--- config.mk ---
export PLATFORM = sky130hd
export DESIGN_NAME = offset_avg_comp
export DESIGN_NICKNAME = d
export VERILOG_FILES = /design/src/rtl/oac_pkg.sv /design/src/rtl/oac_cmd_ctrl.sv /design/src/rtl/oac_channel.sv /design/src/rtl/offset_avg_comp.sv
export SDC_FILE = /design/constraint.sdc
export NUM_CORES = 1
export LEC_CHECK = 0
export BUFFER_PORTS_ARGS = -buffer_cell sky130_fd_sc_hd__buf_2
export CORE_MARGIN = 2
export CORE_UTILIZATION = 46
export CTS_CLUSTER_DIAMETER = 100
export DETAILED_ROUTE_END_ITERATION = 8
export GPL_ROUTABILITY_DRIVEN = 0
export GPL_TIMING_DRIVEN = 1
export PLACE_DENSITY_LB_ADDON = 0.1
export SYNTH_ARGS = -nofsm -noshare
export SYNTH_HDL_FRONTEND = slang
export SYNTH_SLANG_ARGS = --single-unit
--- constraint.sdc ---
create_clock -name clk -period 5.6 [get_ports clk]
set_input_delay 0.28 -clock clk [delete_from_list [all_inputs] [get_ports clk]]
set_output_delay 0.28 -clock clk [all_outputs]
set_load 0.01 [all_outputs]
--- src/rtl/oac_pkg.sv ---
package oac_pkg;
   // width of a start-bit index inside the command data field
   localparam int IDX_W = 5;

   // signed difference of two samples, widened by one bit
   function automatic logic signed [8:0] widen_sub(input logic signed [7:0] a,
                                                  input logic signed [7:0] b);
      return {a[7], a} - {b[7], b};
   endfunction
endpackage

--- src/rtl/oac_cmd_ctrl.sv ---
module oac_cmd_ctrl
   import oac_pkg::*;
#(
   parameter int                       CMD_W     = 24,
   parameter int                       ADDR_W    = 8,
   parameter int                       NUM_CH    = 4,
   parameter int                       CNT_W     = 8,
   parameter logic [ADDR_W-1:0]        MEAS_ADDR = 8'h38,
   parameter logic [NUM_CH*IDX_W-1:0]  START_MAP = {5'd4, 5'd11, 5'd13, 5'd15}
) (
   input  logic              clk,
   input  logic              rst_n,
   input  logic [CMD_W-1:0]  cmd_word,
   input  logic              cmd_latch,
   input  logic              sample_en,
   output logic [ADDR_W-1:0] addr_q,
   output logic              busy_q,
   output logic [NUM_CH-1:0] ch_clr,
   output logic [NUM_CH-1:0] ch_acc,
   output logic [NUM_CH-1:0] ch_fin
);
   localparam int DATA_W = CMD_W - ADDR_W;
   localparam logic [CNT_W-1:0] CNT_LAST = {CNT_W{1'b1}};

   if (DATA_W < 1) begin : g_bad_cmd
      $error("oac_cmd_ctrl: CMD_W must exceed ADDR_W");
   end

   logic [DATA_W-1:0] data_f;
   logic [NUM_CH-1:0] req;
   logic [NUM_CH-1:0] sel_q;
   logic [CNT_W-1:0]  cnt_q;
   logic              addr_hit, go, last_strobe;

   assign data_f   = cmd_word[DATA_W-1:0];
   assign addr_hit = (cmd_word[CMD_W-1 -: ADDR_W] == MEAS_ADDR);

   for (genvar i = 0; i < NUM_CH; i++) begin : g_req
      localparam int BIT = int'(START_MAP[i*IDX_W +: IDX_W]);
      if (BIT >= DATA_W) begin : g_bad_bit
         $error("oac_cmd_ctrl: start bit outside data field");
      end
      assign req[i] = data_f[BIT];
   end

   assign go          = cmd_latch & addr_hit & ~busy_q & (|req);
   assign last_strobe = busy_q & sample_en & (cnt_q == CNT_LAST);

   always_ff @(posedge clk or negedge rst_n) begin
      if (!rst_n) begin
         addr_q <= '0;
         busy_q <= 1'b0;
         sel_q  <= '0;
         cnt_q  <= '0;
      end else begin
         if (cmd_latch) addr_q <= cmd_word[CMD_W-1 -: ADDR_W];
         if (go) begin
            sel_q  <= req;
            busy_q <= 1'b1;
            cnt_q  <= '0;
         end else if (busy_q && sample_en) begin
            cnt_q <= cnt_q + 1'b1;
            if (cnt_q == CNT_LAST) busy_q <= 1'b0;
         end
      end
   end

   assign ch_clr = go ? req : '0;
   assign ch_acc = (busy_q & sample_en) ? sel_q : '0;
   assign ch_fin = last_strobe ? sel_q : '0;


   busy_rise_chk: assert property (@(posedge clk) disable iff (!rst_n)
      $rose(busy_q) |-> $past(cmd_latch));

   busy_fall_chk: assert property (@(posedge clk) disable iff (!rst_n)
      $fell(busy_q) |-> $past(sample_en) && $past(cnt_q) == CNT_LAST);

   cnt_idle_chk: assert property (@(posedge clk) disable iff (!rst_n)
      $rose(busy_q) |-> cnt_q == '0);

   sel_locked_chk: assert property (@(posedge clk) disable iff (!rst_n)
      busy_q && $past(busy_q) |-> $stable(sel_q));

   fin_subset_chk: assert property (@(posedge clk) disable iff (!rst_n)
      (|ch_fin) |=> !busy_q);
endmodule

--- src/rtl/oac_channel.sv ---
module oac_channel
   import oac_pkg::*;
#(
   parameter int SAMPLE_W = 8,
   parameter int ACC_W    = 16,
   parameter int CNT_W    = 8,
   parameter bit SATURATE = 1'b1
) (
   input  logic                       clk,
   input  logic                       rst_n,
   input  logic                       clr,
   input  logic                       acc_en,
   input  logic                       fin,
   input  logic signed [SAMPLE_W-1:0] sample,
   output logic signed [SAMPLE_W-1:0] comp
);
   localparam int EXT_W = ACC_W - SAMPLE_W;

   if (ACC_W < SAMPLE_W + CNT_W) begin : g_bad_acc
      $error("oac_channel: accumulator too narrow for sample count");
   end
   if (SAMPLE_W != 8) begin : g_bad_sw
      $error("oac_channel: compensation path built for 8-bit samples");
   end

   logic signed [ACC_W-1:0]    acc_q, sum_nx, shifted;
   logic signed [SAMPLE_W-1:0] avg_q;
   logic signed [SAMPLE_W:0]   diff;

   assign sum_nx  = acc_q + {{EXT_W{sample[SAMPLE_W-1]}}, sample};
   assign shifted = sum_nx >>> CNT_W;

   always_ff @(posedge clk or negedge rst_n) begin
      if (!rst_n) begin
         acc_q <= '0;
         avg_q <= '0;
      end else begin
         if (clr)
            acc_q <= '0;
         else if (acc_en)
            acc_q <= sum_nx;
         if (fin) avg_q <= shifted[SAMPLE_W-1:0];
      end
   end

   assign diff = widen_sub(sample, avg_q);

   if (SATURATE) begin : g_sat
      always_comb begin
         if (diff[SAMPLE_W] != diff[SAMPLE_W-1])
            comp = diff[SAMPLE_W] ? {1'b1, {(SAMPLE_W-1){1'b0}}}
                                  : {1'b0, {(SAMPLE_W-1){1'b1}}};
         else
            comp = diff[SAMPLE_W-1:0];
      end
   end else begin : g_wrap
      assign comp = diff[SAMPLE_W-1:0];
   end


   avg_hold_chk: assert property (@(posedge clk) disable iff (!rst_n)
      !fin |=> $stable(avg_q));

   acc_clear_chk: assert property (@(posedge clk) disable iff (!rst_n)
      clr |=> acc_q == '0);

   zero_offset_chk: assert property (@(posedge clk) disable iff (!rst_n)
      sample == avg_q |-> comp == '0);
endmodule

--- src/rtl/offset_avg_comp.sv ---
module offset_avg_comp
   import oac_pkg::*;
#(
   parameter int                       SAMPLE_W  = 8,
   parameter int                       NUM_CH    = 4,
   parameter int                       ACC_W     = 16,
   parameter int                       CNT_W     = 8,
   parameter int                       CMD_W     = 24,
   parameter int                       ADDR_W    = 8,
   parameter logic [ADDR_W-1:0]        MEAS_ADDR = 8'h38,
   parameter logic [NUM_CH*IDX_W-1:0]  START_MAP = {5'd4, 5'd11, 5'd13, 5'd15},
   parameter bit                       SATURATE  = 1'b1
) (
   input  logic                         clk,
   input  logic                         rst_n,
   input  logic [CMD_W-1:0]             cmd_word,
   input  logic                         cmd_latch,
   input  logic                         sample_en,
   input  logic [NUM_CH*SAMPLE_W-1:0]   samples,
   input  logic                         status_in,
   output logic                         status_out,
   output logic [NUM_CH*SAMPLE_W-1:0]   comp_out
);
   logic [ADDR_W-1:0] addr_q;
   logic              busy;
   logic [NUM_CH-1:0] ch_clr, ch_acc, ch_fin;

   oac_cmd_ctrl #(
      .CMD_W(CMD_W), .ADDR_W(ADDR_W), .NUM_CH(NUM_CH), .CNT_W(CNT_W),
      .MEAS_ADDR(MEAS_ADDR), .START_MAP(START_MAP)
   ) u_ctrl (
      .clk(clk), .rst_n(rst_n), .cmd_word(cmd_word), .cmd_latch(cmd_latch),
      .sample_en(sample_en), .addr_q(addr_q), .busy_q(busy),
      .ch_clr(ch_clr), .ch_acc(ch_acc), .ch_fin(ch_fin)
   );

   for (genvar i = 0; i < NUM_CH; i++) begin : g_ch
      oac_channel #(
         .SAMPLE_W(SAMPLE_W), .ACC_W(ACC_W), .CNT_W(CNT_W), .SATURATE(SATURATE)
      ) u_ch (
         .clk(clk), .rst_n(rst_n), .clr(ch_clr[i]), .acc_en(ch_acc[i]),
         .fin(ch_fin[i]), .sample(samples[i*SAMPLE_W +: SAMPLE_W]),
         .comp(comp_out[i*SAMPLE_W +: SAMPLE_W])
      );
   end

   assign status_out = (addr_q == MEAS_ADDR) ? busy : status_in;


   idle_status_chk: assert property (@(posedge clk) disable iff (!rst_n)
      !busy && addr_q == MEAS_ADDR |-> !status_out);
endmodule

==> metrics.md <==
| Metric | Value |
|---|---|
| FMAX | `280.2 MHz` |
| Fin nets | `1292` |
| Fin. max-slew vios | `0` |
| I/O pins | `94` |
| Static leakage | `5.002 nW` |
| Cells after DPL | `1380` |
| Setup-failing EPs final | `0` |
| Vias per cell | `5.605` |
| Die W | `147.0 microns` |
| Final hold violation count | `0` |
| CTS Buf Count | `17` |
| Crit share post-route | `63.72%` |
| Status | `completed` |
| Number of global-route vias before repair | `7600` |
| Setup bufs post-CTS | `0` |
| Cell Count, Final, Fillers Out | `1414` |
| PD cells | `277.8 nW/um^2` |
| Starting density of the core | `46.65%` |
| Synth Instances | `1046` |
| Core area | `20170 sq um` |
| CTS Sinks | `117` |
| Synth Cell Area | `9409 sq um` |
| Setup TNS | `0 ps` |
| Data arrival, critical path | `3290 ps` |
| Hold slack | `114.3 ps` |
| 1st-pass router iterations | `4` |
| FF+latch count, synth | `117` |
| Critical path class | `register to primary output` |
| Setup Skew | `6.611 ps` |
| Crit Path Max Fanout | `8` |
| Worst slew margin | `44.78%` |
| # DRC | `0` |
| Synth Net Count | `1208` |
| Avg WL per Cell | `15.30 microns` |
| Max cap viols | `0` |
| Layout cell share with drive strength beyond 1 | `14.27%` |
| GR Overflow Total | `0` |
| DP HPWL | `16070 microns` |
| Post-synth EDFFs | `0` |
| CP Capture Type | `primary output` |
| Synth Flop Type | `dfrtp_1` |
| Synth unique cells | `68` |
| Fin util | `53.18%` |
| Antenna Violating Nets Remaining | `0` |
| Startpoint Class | `register` |
| WP data required | `5320 ps` |
| DIE AREA | `21610 sq um` |
| Clk Latency, worst-skew pair | `420 ps` |
| Post-synthesis sequential area ratio | `31.12%` |
| Ys async rst share | `100.0%` |
| Htree depth | `4` |
| Maximum clock insertion buffer count | `2` |
| Leading cell type in the layout, fill and taps excluded | `dfrtp_1` |
| Layout area overhead | `13.99%` |
| Syn. warnings | `0` |
| Vias | `7926` |
| Buffers on Ports | `81` |
| CTS tree | `done` |
| Measured slew at the worst slew-check pin | `828.3 ps` |
| Clock root cell | `clkbuf_16` |
| Number of fill cells | `1917` |
| Final WL | `21640 microns` |
| Die H | `147.0 microns` |
| VDD IR-drop max | `231.8 uV` |
| Commonest cells after routing, fill and taps aside | `dfrtp_1, a21oi_1, nand2_1` |
| Rows | `52` |
| DR iter-0 viols | `360` |
| Hold WC Path Type | `input port to register` |
| Avg Cell Area, Syn | `8.995 sq um` |
| Initial antenna violation count | `4` |
| Clock-pin slew on the worst setup and hold paths | `50 ps` |
| Fin crit period | `3568 ps` |
| Largest net degree at the start of global routing | `64` |
| Gr usage total | `20.65%` |
| RSZ-0062 raised after global routing | `no` |
| First-pass GRT wire length | `36920 microns` |
-- per-layer routing --
metal,track usage [%],up-vias,wire (microns)
li1,-,4050,-
met1,28.61,3744,10740
met2,33.38,109,9940
met3,4.379,19,754
met4,4.856,4,179
met5,0,-,27
-- kinds of logic (layout without fill, tap and decap cells) --
kind of cell               count (synthesis)  count (layout)  share of synthesized area, %
buffers and inverters                     86             182                         3.524
other                                      0               2                             0
AOI/OAI and AO/OA                        358             358                         25.49
adders and majority gates                104             104                         14.39
and+or+nand+nor                          277             277                         14.35
muxes                                     40              40                         4.734
DFF                                      117             117                         31.12
xor gates and xnor gates                  64              64                         6.396
-- critical path, cell delays in order, from the launching register on --
cell and delay (ps):
dfrtp_1 370, ha_1 170, inv_1 50, fa_1 400, a21o_1 190, o21ba_2 190
o22ai_1 500, nor3_1 120, nor3_1 570, a21oi_1 150, buf_2 160
-- Yosys cell counts, types with 20 or more instances --
library cell / number / area share [%]
dfrtp_1: 117 / 31
a21oi_1: 101 / 5.4
nand2_1: 95 / 3.8
ha_1: 93 / 12
o21ai_0: 69 / 3.7
inv_1: 64 / 2.6
nor2_1: 53 / 2.1
xor2_1: 35 / 3.3
mux2_2: 32 / 3.8
a21o_1: 30 / 2.4
a22o_1: 30 / 2.8
xnor2_1: 26 / 2.4
nand3_1: 23 / 1.2
nor3_1: 20 / 1.1
-- stage by stage --
step	power [W]	setup slack, ps	area [sq um]
finish	0.002980	2032	10730
global route	0.003174	1727	10720
CTS	0.003012	2025	10720
detailed placement	0.001863	2407	10100
global placement	0.001853	2430	10100
floorplan	0.001639	3022	9409
-- final timing paths --
path / start / endpoint / slack, ps / cells after the start
max in group asynchronous: rst_n / g_ch[0].u_ch.avg_q[2] / 3860 / 3
min reg2reg: g_ch[3].u_ch.avg_q[2] / g_ch[3].u_ch.avg_q[2] / 480 / 2
min: cmd_word[18] / u_ctrl.addr_q[2] / 110 / 2
max: g_ch[3].u_ch.avg_q[0] / comp_out[25] / 2030 / 10
min in group asynchronous: rst_n / g_ch[2].u_ch.avg_q[4] / 520 / 2
max reg2reg: g_ch[2].u_ch.acc_q[0] / g_ch[2].u_ch.avg_q[4] / 2710 / 8
-- timing repair --
| item | in CTS | in global routing |
|---|---|---|
| hold buffers | 1 | 0 |
| hold endpoints to repair | 7 | 0 |
| resized for setup | 0 | 0 |
-- layout make-up --
class,count,area [sq um],area share (%)
Multi-Input combinational cell,843,6150,57.34
Sequential cell,117,2928,27.30
Clock buffer,22,484.2,4.515
Timing Repair Buffer,87,455.4,4.246
Tap cell,270,337.8,3.150
Inverter,64,240.2,2.240
Clock inverter,9,125.1,1.167
Antenna cell,2,5.005,0.04666
-- registers in the layout, summed over array words and instances, names as in the netlist --
signal and cells:
g_ch.u_ch.acc_q 64, g_ch.u_ch.avg_q 32, u_ctrl.addr_q 8, u_ctrl.cnt_q 8, u_ctrl.sel_q 4, u_ctrl.busy_q 1
-- power breakdown --
part           internal, W  switching, W  total (W)
clock network     0.000740      0.000385    0.00113
logic             0.000380      0.000492   0.000871
registers         0.000927     0.0000561   0.000983
total              0.00205      0.000933    0.00298
No activity file was read; power rests on OpenSTA's default activity.
